--- config.mk ---
export PLATFORM = sky130hd
export DESIGN_NAME = pc_sequencer
export DESIGN_NICKNAME = d
export VERILOG_FILES = /design/src/rtl/pcs_pkg.sv /design/src/rtl/pcs_ret_stack.sv /design/src/rtl/pcs_irq_arb.sv /design/src/rtl/pc_sequencer.sv
export SDC_FILE = /design/constraint.sdc
export NUM_CORES = 1
export LEC_CHECK = 0
export BUFFER_PORTS_ARGS = -buffer_cell sky130_fd_sc_hd__buf_2
export CAP_MARGIN = 20
export CORE_AREA = 2 2 111 113
export DETAILED_ROUTE_END_ITERATION = 7
export DIE_AREA = 0 0 113 115
export GPL_TIMING_DRIVEN = 0
export PLACE_DENSITY_LB_ADDON = 0.25
export SYNTH_ARGS = -nofsm -noshare
export SYNTH_HDL_FRONTEND = slang
export SYNTH_SLANG_ARGS = --single-unit
--- constraint.sdc ---
create_clock -name clk -period 5 [get_ports clk]
set_input_delay 0.25 -clock clk [delete_from_list [all_inputs] [get_ports clk]]
set_output_delay 0.25 -clock clk [all_outputs]
set_load 0.01 [all_outputs]
--- src/rtl/pcs_pkg.sv ---
package pcs_pkg;
    // ST_RUN: global interrupt enable on; ST_MASKED: inside a service routine
    typedef enum logic [0:0] {
        ST_RUN    = 1'b0,
        ST_MASKED = 1'b1
    } pcs_state_e;
endpackage

--- src/rtl/pcs_ret_stack.sv ---
module pcs_ret_stack #(
    parameter int W     = 16,
    parameter int DEPTH = 8
) (
    input  logic         clk,
    input  logic         rst_n,
    input  logic         push,
    input  logic         pop,
    input  logic [W-1:0] din,
    output logic [W-1:0] dout,
    output logic         full,
    output logic         empty
);
    localparam int SP_W  = $clog2(DEPTH + 1);
    localparam int IDX_W = $clog2(DEPTH);

    logic [W-1:0]    mem [DEPTH];
    logic [SP_W-1:0] sp;
    logic [SP_W-1:0] sp_m1;

    assign sp_m1 = sp - SP_W'(1);
    assign full  = (sp == SP_W'(DEPTH));
    assign empty = (sp == '0);
    assign dout  = mem[sp_m1[IDX_W-1:0]];

    always_ff @(posedge clk) begin
        if (!rst_n) begin
            sp <= '0;
        end else if (push && !full) begin
            sp <= sp + SP_W'(1);
        end else if (pop && !empty) begin
            sp <= sp_m1;
        end
    end

    always_ff @(posedge clk) begin
        if (push && !full) begin
            mem[sp[IDX_W-1:0]] <= din;
        end
    end
endmodule

--- src/rtl/pcs_irq_arb.sv ---
module pcs_irq_arb #(
    parameter int N     = 3,
    parameter int SRC_W = 2
) (
    input  logic [N-1:0]     pend,
    input  logic [N-1:0]     en,
    input  logic             allow,
    output logic             grant_v,
    output logic [SRC_W-1:0] grant_idx,
    output logic [N-1:0]     grant_oh
);
    logic [N-1:0] live;

    assign live = pend & en;

    // Lowest index wins: scan downward so the last hit is the smallest.
    always_comb begin
        grant_idx = '0;
        for (int i = N - 1; i >= 0; i--) begin
            if (live[i]) begin
                grant_idx = SRC_W'(i);
            end
        end
        grant_v  = allow && (|live);
        grant_oh = grant_v ? (N'(1) << grant_idx) : '0;
    end
endmodule

--- src/rtl/pc_sequencer.sv ---
module pc_sequencer #(
    parameter int PC_W        = 16,
    parameter int STACK_DEPTH = 8,
    parameter int N_IRQ       = 3,
    parameter int VEC_STRIDE  = 4
) (
    input  logic                     clk,
    input  logic                     rst_n,
    input  logic                     advance_i,
    input  logic                     call_i,
    input  logic [PC_W-1:0]          call_tgt_i,
    input  logic                     ret_i,
    input  logic                     reti_i,
    input  logic [N_IRQ-1:0]         irq_req_i,
    input  logic [N_IRQ-1:0]         irq_en_i,
    output logic [PC_W-1:0]          pc_o,
    output logic                     irq_ack_o,
    output logic [$clog2(N_IRQ)-1:0] irq_src_o,
    output logic                     stack_full_o,
    output logic                     call_ovf_o
);
    import pcs_pkg::*;

    localparam int SRC_W = $clog2(N_IRQ);

    pcs_state_e       state_q, state_d;
    logic [PC_W-1:0]  pc_q, pc_d;
    logic             ack_q, ack_d;
    logic [SRC_W-1:0] src_q, src_d;
    logic             ovf_q, ovf_d;

    logic             push, pop;
    logic [PC_W-1:0]  stk_top;
    logic             stk_full, stk_empty;

    logic [N_IRQ-1:0] pend_q;
    logic [N_IRQ-1:0] clr;
    logic             allow;
    logic             grant_v;
    logic [SRC_W-1:0] grant_idx;
    logic [N_IRQ-1:0] grant_oh;
    logic [PC_W-1:0]  vec_addr;

    pcs_ret_stack #(.W(PC_W), .DEPTH(STACK_DEPTH)) u_stack (
        .clk   (clk),
        .rst_n (rst_n),
        .push  (push),
        .pop   (pop),
        .din   (pc_q),
        .dout  (stk_top),
        .full  (stk_full),
        .empty (stk_empty)
    );

    pcs_irq_arb #(.N(N_IRQ), .SRC_W(SRC_W)) u_arb (
        .pend      (pend_q),
        .en        (irq_en_i),
        .allow     (allow),
        .grant_v   (grant_v),
        .grant_idx (grant_idx),
        .grant_oh  (grant_oh)
    );

    // One latched request flag per source; a fresh pulse outranks a clear.
    for (genvar g = 0; g < N_IRQ; g++) begin : g_pend
        always_ff @(posedge clk) begin
            if (!rst_n) begin
                pend_q[g] <= 1'b0;
            end else begin
                pend_q[g] <= (pend_q[g] && !clr[g]) || irq_req_i[g];
            end
        end
    end

    assign vec_addr = (PC_W'(grant_idx) + PC_W'(1)) * PC_W'(VEC_STRIDE);

    // State register
    always_ff @(posedge clk) begin
        if (!rst_n) begin
            state_q <= ST_RUN;
        end else begin
            state_q <= state_d;
        end
    end

    // Next state and next outputs
    always_comb begin
        state_d = state_q;
        pc_d    = pc_q;
        ack_d   = 1'b0;
        src_d   = src_q;
        ovf_d   = 1'b0;
        push    = 1'b0;
        pop     = 1'b0;
        clr     = '0;

        unique case (state_q)
            ST_RUN:    allow = !stk_full;
            ST_MASKED: allow = 1'b0;
            default:   allow = 1'b0;
        endcase

        if (ret_i || reti_i) begin
            if (!stk_empty) begin
                pop  = 1'b1;
                pc_d = stk_top;
            end
            if (reti_i) begin
                state_d = ST_RUN;                 // T_RETI
            end
        end else if (call_i) begin
            if (!stk_full) begin
                push = 1'b1;
                pc_d = call_tgt_i;
            end else begin
                ovf_d = 1'b1;
            end
        end else if (grant_v) begin
            push    = 1'b1;
            pc_d    = vec_addr;
            ack_d   = 1'b1;
            src_d   = grant_idx;
            clr     = grant_oh;
            state_d = ST_MASKED;                  // T_ACK
        end else if (advance_i) begin
            pc_d = pc_q + PC_W'(1);
        end
    end

    // Output registers
    always_ff @(posedge clk) begin
        if (!rst_n) begin
            pc_q  <= '0;
            ack_q <= 1'b0;
            src_q <= '0;
            ovf_q <= 1'b0;
        end else begin
            pc_q  <= pc_d;
            ack_q <= ack_d;
            src_q <= src_d;
            ovf_q <= ovf_d;
        end
    end

    assign pc_o         = pc_q;
    assign irq_ack_o    = ack_q;
    assign irq_src_o    = src_q;
    assign stack_full_o = stk_full;
    assign call_ovf_o   = ovf_q;
endmodule

# After elaboration in Yosys (flattened, before gate mapping)

Memories as Yosys holds them, arrays and structs flattened.
Cells that the tools add are included.

Add/subtract/negate cells: 4
$mul: 0
Divide/modulo/power cells: 0
Magnitude comparators: 0
Eq/ne operators: 5
Shift-type cells: 1
Mux-type cells: 28
Bitwise operators: 5
Reductions and logical operators: 25

Operators by type and width:

| kind                                                                     | number |
|---|---|
| 16-bit two-way mux                                                       | 6 |
| 16-bit by 1-bit adder with 16-bit output (second input constant)         | 1 |
| 1-bit two-way mux                                                        | 13 |
| 3-bit two-way mux                                                        | 3 |
| 3-bit AND reduction                                                      | 3 |
| 3-bit OR reduction                                                       | 3 |
| 4-bit two-way mux                                                        | 2 |
| 1-bit logical AND                                                        | 6 |
| 2-bit two-way mux                                                        | 3 |
| 1-bit logical NOT                                                        | 5 |
| 4-bit by 1-bit adder with 4-bit output (second input constant)           | 1 |
| 4-bit == test (second input constant)                                    | 1 |
| 4-bit logical NOT                                                        | 1 |
| 1-bit logical OR                                                         | 4 |
| 2-bit inequality test (second input constant)                            | 2 |
| 1-bit inverter                                                           | 4 |
| 2-bit nonzero test                                                       | 2 |
| 4-bit nonzero test                                                       | 1 |
| 4-bit by 1-bit subtractor with 4-bit output (second input constant)      | 1 |
| 2-bit by 1-bit adder with 3-bit output (second input constant)           | 1 |
| 3-bit AND                                                                | 1 |
| 3-bit by 2-bit inequality test with 1-bit output (second input constant) | 1 |
| 1-bit by 2-bit << shifter with 3-bit output (first input constant)       | 1 |
| 2-bit by 1-bit inequality test with 1-bit output (second input constant) | 1 |
| 1-bit case mux with 2 select lines                                       | 1 |

Register bits after elaboration: 28
Latch bits: 0
Bits in writable memories: 128
Bits in read-only memories: 0
Output and inout bits: 21
Logic and storage cells: 78
Memories: 1

Memories:

| memory      | words | width | read ports | clocked after memory_dff | wr ports | line                | text |
|---|---|---|---|---|---|---|---|
| u_stack.mem | 8     | 16    | 1          | 0                        | 1        | pcs_ret_stack.sv:17 | `logic [W-1:0] mem [DEPTH];` |

# Longest topological paths before layout

Gate-level depths: netlist of the first run.

Word-level depth: 11
Gate-level depth with buffers: 12

# Cells and area by module

From an unflattened synthesis of the first run, not the netlist that was laid out.

Cell total of the unflattened synthesis: 461
Area total of the unflattened synthesis: 6,954.2 sq um

By module, submodules not included:

| module        | times used | cells each | area each (sq um) | seq. area each (sq um) |
|---|---|---|---|---|
| pcs_ret_stack | 1          | 244        | 5,198.7           | 3,923.8 |
| pc_sequencer  | 1          | 207        | 1,689.1           | 480.5 |
| pcs_irq_arb   | 1          | 10         | 66.3              | 0.0 |

# Worst setup path before layout of the first run

OpenSTA, ideal clock, no wires.

Kind: register to register
Start point: register u_stack.sp[0]
End point: memory u_stack.mem[0][0] (enable)
Setup time: 430 ps
Data arrival time: 3,534 ps
Slack: 1,036 ps
Stages on the path, launching flop included: 8
Cells stage by stage: dfxtp_1 -> buf_2 -> clkinv_1 -> ha_1 -> and3b_1 -> buf_2 -> or3_1 -> nor4_1

Cells in the longest elaborated chain, start to end: 10
Elaborated cells on any way between the ends: 11
Classes of those cells: eq/ne: 1; mux: 7; reduce/logical: 3

Ends and longest elaborated chain:

| element                                   | line                                    | text |
|---|---|---|
| start: declaration                        | pcs_ret_stack.sv:18                     | `logic [SP_W-1:0] sp;` |
| start signal: assignment                  | pcs_ret_stack.sv:30                     | `sp <= sp + SP_W'(1);` |
| start signal: assignment                  | pcs_ret_stack.sv:32                     | `sp <= sp_m1;` |
| 4-bit == test *                           | pcs_ret_stack.sv:22                     | `assign full = (sp == SP_W'(DEPTH));` |
| net stack_full_o                          | pc_sequencer.sv:19                      | `output logic stack_full_o,` |
| 1-bit logical NOT                         | pcs_ret_stack.sv:37, pc_sequencer.sv:98 |  |
| 1-bit case mux with 2 select lines        | pc_sequencer.sv:97                      | `unique case (state_q)` |
| 1-bit logical AND                         | pcs_irq_arb.sv:24                       | `grant_v = allow && (\|live);` |
| 1-bit two-way mux                         | pc_sequencer.sv:118                     | `end else if (grant_v) begin` |
| 1-bit two-way mux                         | pc_sequencer.sv:111                     | `end else if (call_i) begin` |
| 1-bit two-way mux                         | pc_sequencer.sv:103                     | `if (ret_i \|\| reti_i) begin` |
| 1-bit logical AND *                       | pcs_ret_stack.sv:37                     | `if (push && !full) begin` |
| 1-bit two-way mux *                       | pcs_ret_stack.sv:37                     |  |
| 1-bit two-way mux (implied by the code) * | pcs_ret_stack.sv:38                     | `mem[sp[IDX_W-1:0]] <= din;` |
| end: declaration                          | pcs_ret_stack.sv:17                     |  |

The timed path passes the listed nets; every way through them passes the cells marked *.

# Worst setup path in the final report of the first run

Start point: register u_stack.sp[0]
End point: memory u_stack.mem[5][0] (enable)

Cells in the longest elaborated chain, start to end: 10
Elaborated cells on any way between the ends: 11
Classes of those cells: eq/ne: 1; mux: 7; reduce/logical: 3

Ends and longest elaborated chain:

| element                                 | line |
|---|---|
| 4-bit == test                           | pcs_ret_stack.sv:22 |
| 1-bit logical NOT                       | pcs_ret_stack.sv:37, pc_sequencer.sv:98 |
| 1-bit case mux with 2 select lines      | pc_sequencer.sv:97 |
| 1-bit logical AND                       | pcs_irq_arb.sv:24 |
| 1-bit two-way mux                       | pc_sequencer.sv:118 |
| 1-bit two-way mux                       | pc_sequencer.sv:111 |
| 1-bit two-way mux                       | pc_sequencer.sv:103 |
| 1-bit logical AND                       | pcs_ret_stack.sv:37 |
| 1-bit two-way mux                       | pcs_ret_stack.sv:37 |
| 1-bit two-way mux (implied by the code) | pcs_ret_stack.sv:38 |

Several ways; a longest one is shown, not always the timed one.

==> metrics, run 1 <==
status=finished, violations left; violated checks=DRC; P&R area growth vs syn=17.9%; CP Max Fanout=10; port bufs=47; count leader, synth=edfxtp_1; min Tclk post-route=4190 ps; H-Tree Level Count=4; RSZ-0062 raised after global routing=no; post-synthesis sequential area ratio=66.8%; post-route setup slack=811 ps; Place WS=860 ps; Final Cycle Share=83.8%; Top Ports=49; post-synthesis mux area share=9.60%; cell taking the most area after synthesis=edfxtp_1; DRT antenna net count=0; ANT cells=0; Fmax=0.239 GHz; clk sinks=156; count of pins over their slew limit=0; WL per Instance=22.5 microns; DR iter-0 viols=619; die span in y=115 microns; switching share of power=33.8%; Hold/Removal Path Class=input port to register; grt ovf=0; starting density of the core=55.8%; gr usage total=25.9%; Worst Path Required=5130 ps; Post-synth EDFFs=128; Setup Skew=6.87 ps; die width=113 microns; # fillers=862; Worst Path Arrival=4320 ps; # DRC=2; Post-synth top cells=edfxtp_1 (128), nand2_1 (54), dfxtp_1 (28); initial antenna violation count=0; sequential power share=39.1%; Mean Syn Cell Area=13.9 sq um; DIE AREA=13,000 sq um; pwr/cell area=585 nW/um^2; Peak VDD IR=0.000418 V; final core occ=65.8%; cts bufs inserted=17; Syn Inst Count=473; dpl hpwl=10.9 mm; startpoint types=register; DR vias/cell=6.34; max cap viols=0; later-pin clock latency in the skew report=420 ps; largest family of logic cells by synthesized area=simple AND/OR/NAND/NOR gates; Synth Area in Compound Gates=9.47%; Layout Nets=586; cts repair resizes=0; CTS tree=built; Root Driver=clkbuf_16; post-CTS setup buffer count=0; simple-gate portion of the synthesized area=9.96%; net switching power=1.54 mW; Max Root-Sink Buffers=2; largest net degree at the start of global routing=17; Yosys reg bits=156; Synth Area in Adders=1.33%; Crit Path Class=register to register; hold slack final=44.9 ps; cts hold-fix bufs=0; via count=4,511; nature of the critical path endpoint=register; Comb pwr share=32.4%; routability cong.=0.907; P_int=3.01 mW; Synth Warn #=0; Yosys cell types=51; Synth area leaders=edfxtp_1 (58%), dfxtp_1 (8.5%), mux4_2 (5.8%), mux2i_1 (3.8%), nand2_1 (3.1%); Clk pwr share=28.5%; Slew headroom=28.7%; synthesized area=6590 sq um; Final Hold Vio Count=0; Pleak=2.75 nW; vias in the first global route=4,275; share of flip-flops with an asynchronous set or reset=0%; Post-Syn Nets=508; first-pass GRT wire length=24.2 mm; count of final setup violators=0; Pre-antenna DRT Iters=8; clock slew at reported path FFs=60 ps; Yosys top cell area share=58.3%; Most used DFF post-synth=edfxtp_1; core area=11,800 sq um; # rows=40; final WL=16.0 mm; Slew @ Worst Pin=1060 ps; Post-Synth XOR/XNOR Area=0.531%; share of post-route cells with drive strength above 1=22.3%
==> registers in the layout, indices dropped and copies added (netlist names) <==
register,flops
irq_src_o,2
u_stack.mem,128
call_ovf_o,1
irq_ack_o,1
pend_q,3
state_q,1
pc_o,16
u_stack.sp,4
==> worst max-delay path, stage by stage (launching register included) <==
cell and delay [ps]:
dfxtp_1 390, buf_2 390, clkinv_1 420, ha_1 460, and3b_1 220, buf_2 150, nor3_1 490, nand2_1 250
nor3_2 850, buf_8 260
==> placed cells by master (no fill, tap or decap), drive strengths merged, types with 14 or more instances in the layout <==
cell    count
edfxtp    128
nor2       19
clkbuf     41
dfxtp      28
mux4       17
mux2i      25
a21oi      24
buf        70
nand3      14
nand2      54
==> layout make-up <==
class                           count  area (sq um)  area share, %
Buffer                             29           126           1.63
Clock buffer                       23           499           6.42
Clock inverter                      9           105           1.35
Inverter                            7          26.3          0.338
Multi-Input combinational cell    281          2080           26.8
Sequential cell                   156          4400           56.6
Tap cell                          147           184           2.37
Timing Repair Buffer               59           348           4.47
==> power groups by stage <==
stage / registers, mW / clock network (mW) / logic [mW]
2_1_floorplan: 1.77 / 0 / 0.998
3_3_place_gp: 1.79 / 0 / 1.39
3_5_place_dp: 1.80 / 0 / 1.46
4_1_cts: 1.78 / 1.31 / 1.47
5_1_grt: 1.80 / 1.37 / 1.59
6_report: 1.78 / 1.30 / 1.48
==> per-layer routing <==
layer / vias up / track usage, % / part of all wire, %
met5: - / 0 / 0
met4: 0 / 11.8 / 2.9
met3: 42 / 5.80 / 8.5
met2: 218 / 41.3 / 49
met1: 2235 / 34.4 / 40
li1: 2016 / - / -
==> per-stage QoR <==
| stage | TNS (ps) | std cells | power [mW] | instance area, sq um |
|---|---|---|---|---|
| 2_1_floorplan | 0 | 473 | 2.76 | 6590 |
| 3_3_place_gp | -56420 | 667 | 3.19 | 7010 |
| 3_5_place_dp | 0 | 679 | 3.26 | 7170 |
| 4_1_cts | 0 | 711 | 4.56 | 7770 |
| 5_1_grt | 0 | 711 | 4.76 | 7770 |
| 6_report | 0 | 711 | 4.55 | 7770 |
==> cell families (layout without fill, tap and decap cells) <==
logic type,count (synthesis),after routing
xor gates and xnor gates,4,4
DFF,156,156
buffers and inverters,36,127
and+or+nand+nor,138,138
AOI/OAI and AO/OA,90,90
adders and majority gates,7,7
muxes,42,42
==> worst paths after layout <==
path,startpoint,endpoint,slack (ps),cells past startpoint
worst min-delay path,reti_i,state_q,40,2
worst max register to register,u_stack.sp[0],u_stack.mem[5][0],810,9
worst min register to register,irq_src_o[0],irq_src_o[0],520,2
worst max-delay path,u_stack.sp[0],u_stack.mem[5][0],810,9
(Power assumes the default switching activity.)
==> run 2: changes to the inputs <==
--- a/config.mk
+++ b/config.mk
@@ -7,9 +7,9 @@
 export LEC_CHECK = 0
 export BUFFER_PORTS_ARGS = -buffer_cell sky130_fd_sc_hd__buf_2
 export CAP_MARGIN = 20
-export CORE_AREA = 2 2 111 113
+export CORE_AREA = 2 2 114 116
 export DETAILED_ROUTE_END_ITERATION = 7
-export DIE_AREA = 0 0 113 115
+export DIE_AREA = 0 0 116 118
 export GPL_TIMING_DRIVEN = 0
 export PLACE_DENSITY_LB_ADDON = 0.25
 export SYNTH_ARGS = -nofsm -noshare
==> constraint.sdc (replaced) <==
create_clock -name clk -period 3.6 [get_ports clk]
set_input_delay 0.18 -clock clk [delete_from_list [all_inputs] [get_ports clk]]
set_output_delay 0.18 -clock clk [all_outputs]
set_load 0.01 [all_outputs]
==> run 2 against run 1 <==
Against the previous run: the run now ends clean; critical path type unchanged; sequential share of layout area fell by 1.3 points; clock power is 37% higher; clock-buffer cell count is 1 higher; non-clock buffer count increased by 8; die area rose by 5.3%; critical endpoint is now u_stack.mem[1][13]; combinational power up 42%.
==> metrics, run 2 (synthesized netlist as in run 1, its figures left out) <==
power consumption=6.36 mW (was 4.55 mW); Slew headroom=39.6% (was 28.7%); clk sinks=156 (unchanged); Root Driver=clkbuf_16 (unchanged); startpoint types=register (unchanged); clock slew at reported path FFs=60 ps (about the same); via count=4,513 (was 4,511); min Tclk post-route=3430 ps (was 4190 ps); Buf+Inv Stages, Crit Path=4 (unchanged); Reg-to-Reg End=u_stack.mem[1][13] (was u_stack.mem[5][0]); pwr/cell area=799 nW/um^2 (was 585 nW/um^2); count of pins over their slew limit=0 (unchanged); total negative slack=0 ps (unchanged); later-pin clock latency in the skew report=430 ps (was 420 ps); Worst Path Arrival=3560 ps (was 4320 ps); DR vias/cell=6.07 (was 6.34); grt ovf=0 (unchanged); Peak VDD IR=0.000422 V (was 0.000418 V); DRT antenna net count=0 (unchanged); Crit path max-delay family=simple AND/OR/NAND/NOR gates (unchanged); hold depth=3 (was 2); max cap viols=0 (unchanged); starting density of the core=53.1% (was 55.8%); Pleak=2.79 nW (was 2.75 nW); Setup Skew=9.80 ps (was 6.87 ps); cts bufs inserted=17 (unchanged); RR Startpoint=u_stack.sp[0] (unchanged); critical path cell sequence=buf_4, clkinv_2, ha_1, and3b_1, buf_2, or3_1, nor4_4, buf_4 (was buf_2, clkinv_1, ha_1, and3b_1, buf_2, nor3_1, nand2_1, nor3_2, buf_8); core area=12,400 sq um (was 11,800 sq um); Max Root-Sink Buffers=2 (unchanged); Crit-path slowest cell=or3_1 (was nor3_2); Hold/Removal Path Class=input port to register (unchanged); DIE AREA=13,700 sq um (was 13,000 sq um); hold worst-path end=pc_o[1] (was state_q); Crit Path Class=register to register (unchanged); dpl hpwl=11.1 mm (was 10.9 mm); DR iter-0 viols=552 (was 619); Final Hold Vio Count=0 (unchanged); Worst Path Required=3730 ps (was 5130 ps); die span in y=118 microns (was 115 microns); commonest non-fill, non-tap cells in the layout=edfxtp_1 (128), nand2_1 (54), buf_2 (54) (was edfxtp_1 (128), buf_2 (55), nand2_1 (54)); Slew @ Worst Pin=901 ps (was 1060 ps); Pre-antenna DRT Iters=6 (was 8); max incr delay on CP=570 ps (was 850 ps); Fmax=0.291 GHz (was 0.239 GHz); gr usage total=24.7% (was 25.9%); max reg flops=128 (unchanged); H-Tree Level Count=4 (unchanged); CP Max Fanout=10 (unchanged); FF-to-FF path depth=8 (was 9); RSZ-0062 raised after global routing=no (unchanged); hold path start=call_tgt_i[1] (was reti_i); CTS tree=built (unchanged); status=completed (was finished, violations left); die width=116 microns (was 113 microns); WL per Instance=22.0 microns (was 22.5 microns); Most common cell on crit path=buf_4 (was buf_2); # rows=41 (was 40); initial antenna violation count=0 (unchanged); routability cong.=0.921 (was 0.907); final core occ=64.1% (was 65.8%); # DRC=0 (was 2); nature of the critical path endpoint=register (unchanged); ANT cells=0 (unchanged); critical path depth=8 (was 9); commonest non-fill, non-tap cell in the layout=edfxtp_1 (unchanged); vias in the first global route=4,375 (was 4,275); reg-to-reg slack, setup=170 ps (was 810 ps); P&R area growth vs syn=20.6% (was 17.9%); Top Ports=49 (unchanged); Layout Nets=594 (was 586); final WL=16.4 mm (was 16.0 mm); Final Cycle Share=95.4% (was 83.8%); largest net degree at the start of global routing=17 (unchanged); # fillers=964 (was 862); port bufs=47 (unchanged); share of post-route cells with drive strength above 1=23.4% (was 22.3%); count of final setup violators=0 (unchanged); first-pass GRT wire length=24.6 mm (was 24.2 mm)
[run 2: cell count changes in the layout (fill, tap and decap cells not counted), sizes merged]
cell         change
inv              -4
clkbuf           +2
buf              +3
clkinvlp         +4
dlygate4sd3      +4
bufinv           -1
[run 2: metrics by stage]
stage / std cells / cell area [sq um] / setup WS (ps) / hold slack, ps
after floorplan: 473 / 6590 / -364 / 256
after global placement: 692 / 7040 / -2320 / 383
after detailed placement: 704 / 7210 / -501 / 389
after CTS: 743 / 7940 / 57.1 / 56.0
after global routing: 744 / 7950 / 41.0 / 82.9
final: 744 / 7950 / 167 / 64.8
[run 2: power by group]
part	internal [mW]	leakage [nW]	switching [mW]	total [mW]
clock	1.09	0.284	0.690	1.78
combinational	0.845	1.10	1.25	2.10
sequential	2.24	1.41	0.240	2.48
[run 2: layer usage]
metal | wire [microns] | GRT usage, % | vias up
li1 | - | - | 2025
met1 | 6620 | 33.9 | 2224
met2 | 7990 | 38.1 | 228
met3 | 1330 | 4.99 | 36
met4 | 405 | 11.2 | 0
met5 | 0 | 0 | -
[run 2: worst min-delay path, stage by stage]
cell and delay [ps]:
buf_2 90, a31oi_1 80, a21oi_1 100
[run 2: layout make-up]
class | count | area, sq um | area share, %
multi-input combinational | 281 | 2130 | 26.7
inverter | 7 | 27.5 | 0.346
sequential | 156 | 4400 | 55.4
buffer | 29 | 136 | 1.71
clock inverter | 8 | 78.8 | 0.991
clock buffer | 24 | 526 | 6.61
timing repair buffer | 67 | 438 | 5.51
tap | 172 | 215 | 2.71
[run 2: how the worst max path moves through the flow]
| stage | startpoint | slack, ps | to |
|---|---|---|---|
| floorplan | u_stack.sp[0] | -360 | u_stack.mem[0][0] |
| global placement | u_stack.sp[0] | -2320 | u_stack.mem[1][9] |
| detailed placement | u_stack.sp[0] | -500 | pc_o[12] |
| CTS | u_stack.sp[1] | 60 | pc_o[12] |
| global route | u_stack.sp[0] | 40 | pc_o[6] |
| finish | u_stack.sp[0] | 170 | u_stack.mem[1][13] |
[run 2: timing repair]
item,4_1_cts,5_1_grt
setup endpoints to repair,118,43
hold buffers,4,0
buffers inserted,3,1
gates resized for setup,11,3
pin swaps,3,1
endpoints found under the hold margin,4,0
==> run 3: changes to the inputs <==
--- a/config.mk
+++ b/config.mk
@@ -7,9 +7,11 @@
 export LEC_CHECK = 0
 export BUFFER_PORTS_ARGS = -buffer_cell sky130_fd_sc_hd__buf_2
 export CAP_MARGIN = 20
-export CORE_AREA = 2 2 114 116
+export CELL_PAD_IN_SITES_DETAIL_PLACEMENT = 1
+export CELL_PAD_IN_SITES_GLOBAL_PLACEMENT = 1
+export CORE_AREA = 2 2 125 127
 export DETAILED_ROUTE_END_ITERATION = 7
-export DIE_AREA = 0 0 116 118
+export DIE_AREA = 0 0 127 129
 export GPL_TIMING_DRIVEN = 0
 export PLACE_DENSITY_LB_ADDON = 0.25
 export SYNTH_ARGS = -nofsm -noshare
==> run 3 against run 2 <==
Against the previous run: clock skew is 2.7 ps lower; register-to-register slack improved by 70 ps; combinational power rose by 4%; wire length is 14% higher; sequential cell count did not move; critical path depth is 2 higher; clock-buffer cell count fell by 4; die area is 20% higher; via count up 0.33%; maximum frequency up 2.0%; largest power group unchanged; highest routed layer unchanged.
==> metrics, run 3 (synthesized netlist as in run 1, its figures left out) <==
# DRC=0 (unchanged); M3 GR Usage=4.70% (was 4.99%); Slew @ Worst Pin=863 ps (was 901 ps); Worst Path Required=3930 ps (was 3730 ps); final core occ=53.8% (was 64.1%); Root Driver=clkbuf_16 (unchanged); final WL=18.6 mm (was 16.4 mm); RSZ-0062 raised after global routing=no (unchanged); # rows=45 (was 41); share of post-route cells with drive strength above 1=24.3% (was 23.4%); routability cong.=0.842 (was 0.921); hold path start=call_tgt_i[9] (was call_tgt_i[1]); FF-to-FF path depth=10 (was 8); Clk pwr share=28.9% (was 28.0%); Worst Setup SP=u_stack.sp[1] (was u_stack.sp[0]); Pleak=2.83 nW (was 2.79 nW); hold worst-path end=pc_o[9] (was pc_o[1]); clock slew at reported path FFs=60 ps (about the same); total negative slack=0 ps (unchanged); vias in the first global route=4,778 (was 4,375); Slew headroom=42.5% (was 39.6%); P&R area growth vs syn=22.2% (was 20.6%); clk sinks=156 (unchanged); sequential power share=37.8% (was 39.0%); GR Layer Usage met1=31.7% (was 33.9%); pwr/cell area=813 nW/um^2 (was 799 nW/um^2); Fmax=0.297 GHz (was 0.291 GHz); DR iter-0 viols=370 (was 552); Max Root-Sink Buffers=2 (unchanged); dpl hpwl=12.8 mm (was 11.1 mm); count of final setup violators=0 (unchanged); nature of the critical path endpoint=register (unchanged); DP Area=7250 sq um (was 7210 sq um); Top Ports=49 (unchanged); Final Non-Filler Cells=764 (was 744); reg-to-reg slack, setup=240 ps (was 170 ps); initial antenna violation count=0 (unchanged); starting density of the core=44.0% (was 53.1%); DRT antenna net count=0 (unchanged); Reg-to-Reg End=pc_o[6] (was u_stack.mem[1][13]); largest net degree at the start of global routing=17 (unchanged); min Tclk post-route=3360 ps (was 3430 ps); max cap viols=0 (unchanged); CP Max Fanout=10 (unchanged); commonest non-fill, non-tap cells in the layout=edfxtp_1 (128), nand2_1 (54), buf_2 (54) (unchanged); port bufs=47 (unchanged); met2 Use GR=40.7% (was 38.1%); Worst Path Arrival=3690 ps (was 3560 ps); startpoint types=register (unchanged); dpl cells=721 (was 704); Comb pwr share=33.3% (was 33.0%); CTS tree=built (unchanged); DR vias/cell=5.93 (was 6.07); hold slack final=57.8 ps (was 64.8 ps); Layout Nets=598 (was 594); die width=127 microns (was 116 microns); switching share of power=34.8% (was 34.3%); Setup Skew=7.13 ps (was 9.80 ps); later-pin clock latency in the skew report=440 ps (was 430 ps); H-Tree Level Count=4 (unchanged); Peak VDD IR=0.000357 V (was 0.000422 V); Final Cycle Share=93.5% (was 95.4%); RR Startpoint=u_stack.sp[1] (was u_stack.sp[0]); commonest non-fill, non-tap cell in the layout=edfxtp_1 (unchanged); gr usage total=24.4% (was 24.7%); DIE AREA=16,400 sq um (was 13,700 sq um); die span in y=129 microns (was 118 microns); via count=4,528 (was 4,513); hold depth=3 (unchanged); P_int=4.27 mW (was 4.18 mW); count of pins over their slew limit=0 (unchanged); ANT cells=0 (unchanged); Pre-antenna DRT Iters=5 (was 6); net switching power=2.28 mW (was 2.18 mW); Crit Path Class=register to register (unchanged); max reg flops=128 (unchanged); Final Hold Vio Count=0 (unchanged); GRT Max-Usage Layer=met2 (unchanged); first-pass GRT wire length=28.7 mm (was 24.6 mm); cts bufs inserted=17 (unchanged); Final Cell Area=8060 sq um (was 7950 sq um); status=completed (unchanged); WL per Instance=24.4 microns (was 22.0 microns); Hold/Removal Path Class=input port to register (unchanged); grt ovf=0 (unchanged); core area=15,000 sq um (was 12,400 sq um)
-- run 3: cell count changes in the layout (fill, tap and decap cells not counted), sizes merged --
cell / delta
buf: +5
clkbuf: -5
bufinv: +3
inv: +1
-- run 3: timing repair --
action,in CTS,in global routing
hold buffers,4,0
setup endpoints to repair,128,21
pin swaps,3,1
setup buffers,3,4
endpoints found under the hold margin,4,0
resized for setup,13,8
-- run 3: layout make-up --
type	count	area [sq um]
fill	1487	6920
clock inverter	12	170
sequential	156	4400
timing repair buffer	71	495
clock buffer	20	447
inverter	7	28.8
multi-input combinational	281	2140
buffer	29	136
tap	188	235
-- run 3: worst max-delay path by stage --
| stage | to | cells past startpoint |
|---|---|---|
| 2_1_floorplan | u_stack.mem[0][0] | 7 |
| 3_3_place_gp | u_stack.mem[1][9] | 7 |
| 3_5_place_dp | pc_o[12] | 11 |
| 4_1_cts | pc_o[12] | 11 |
| 5_1_grt | pc_o[6] | 10 |
| 6_report | pc_o[6] | 10 |
-- run 3: critical path, cell delays in order, from the launching register on --
cell      delay (ps)
dfxtp_1          330
clkbuf_2         290
inv_1            230
ha_1             340
clkbuf_1         250
buf_1            690
mux2i_1          280
a22oi_1           90
a32oi_1          380
o41ai_1          140
a32o_1           220
-- run 3: layer usage --
metal	wire [microns]	part of all wire [%]
met4	426	2.3
met2	9280	50
met1	8180	44
met5	0	0
met3	719	3.9
-- run 3: power by group through the flow --
stage                     combinational, mW  sequential (mW)  clock (mW)
final                                  2.18             2.48        1.89
after CTS                              2.17             2.48        1.91
after global routing                   2.35             2.52        1.98
after floorplan                        1.39             2.45           0
after detailed placement               2.09             2.52           0
after global placement                 2.00             2.50           0
-- run 3: through the flow --
step	power (mW)	worst slack, ps
after global routing	6.85	62.3
final	6.55	235
after global placement	4.50	-2560
after detailed placement	4.61	-511
after floorplan	3.84	-364
after CTS	6.56	22.9
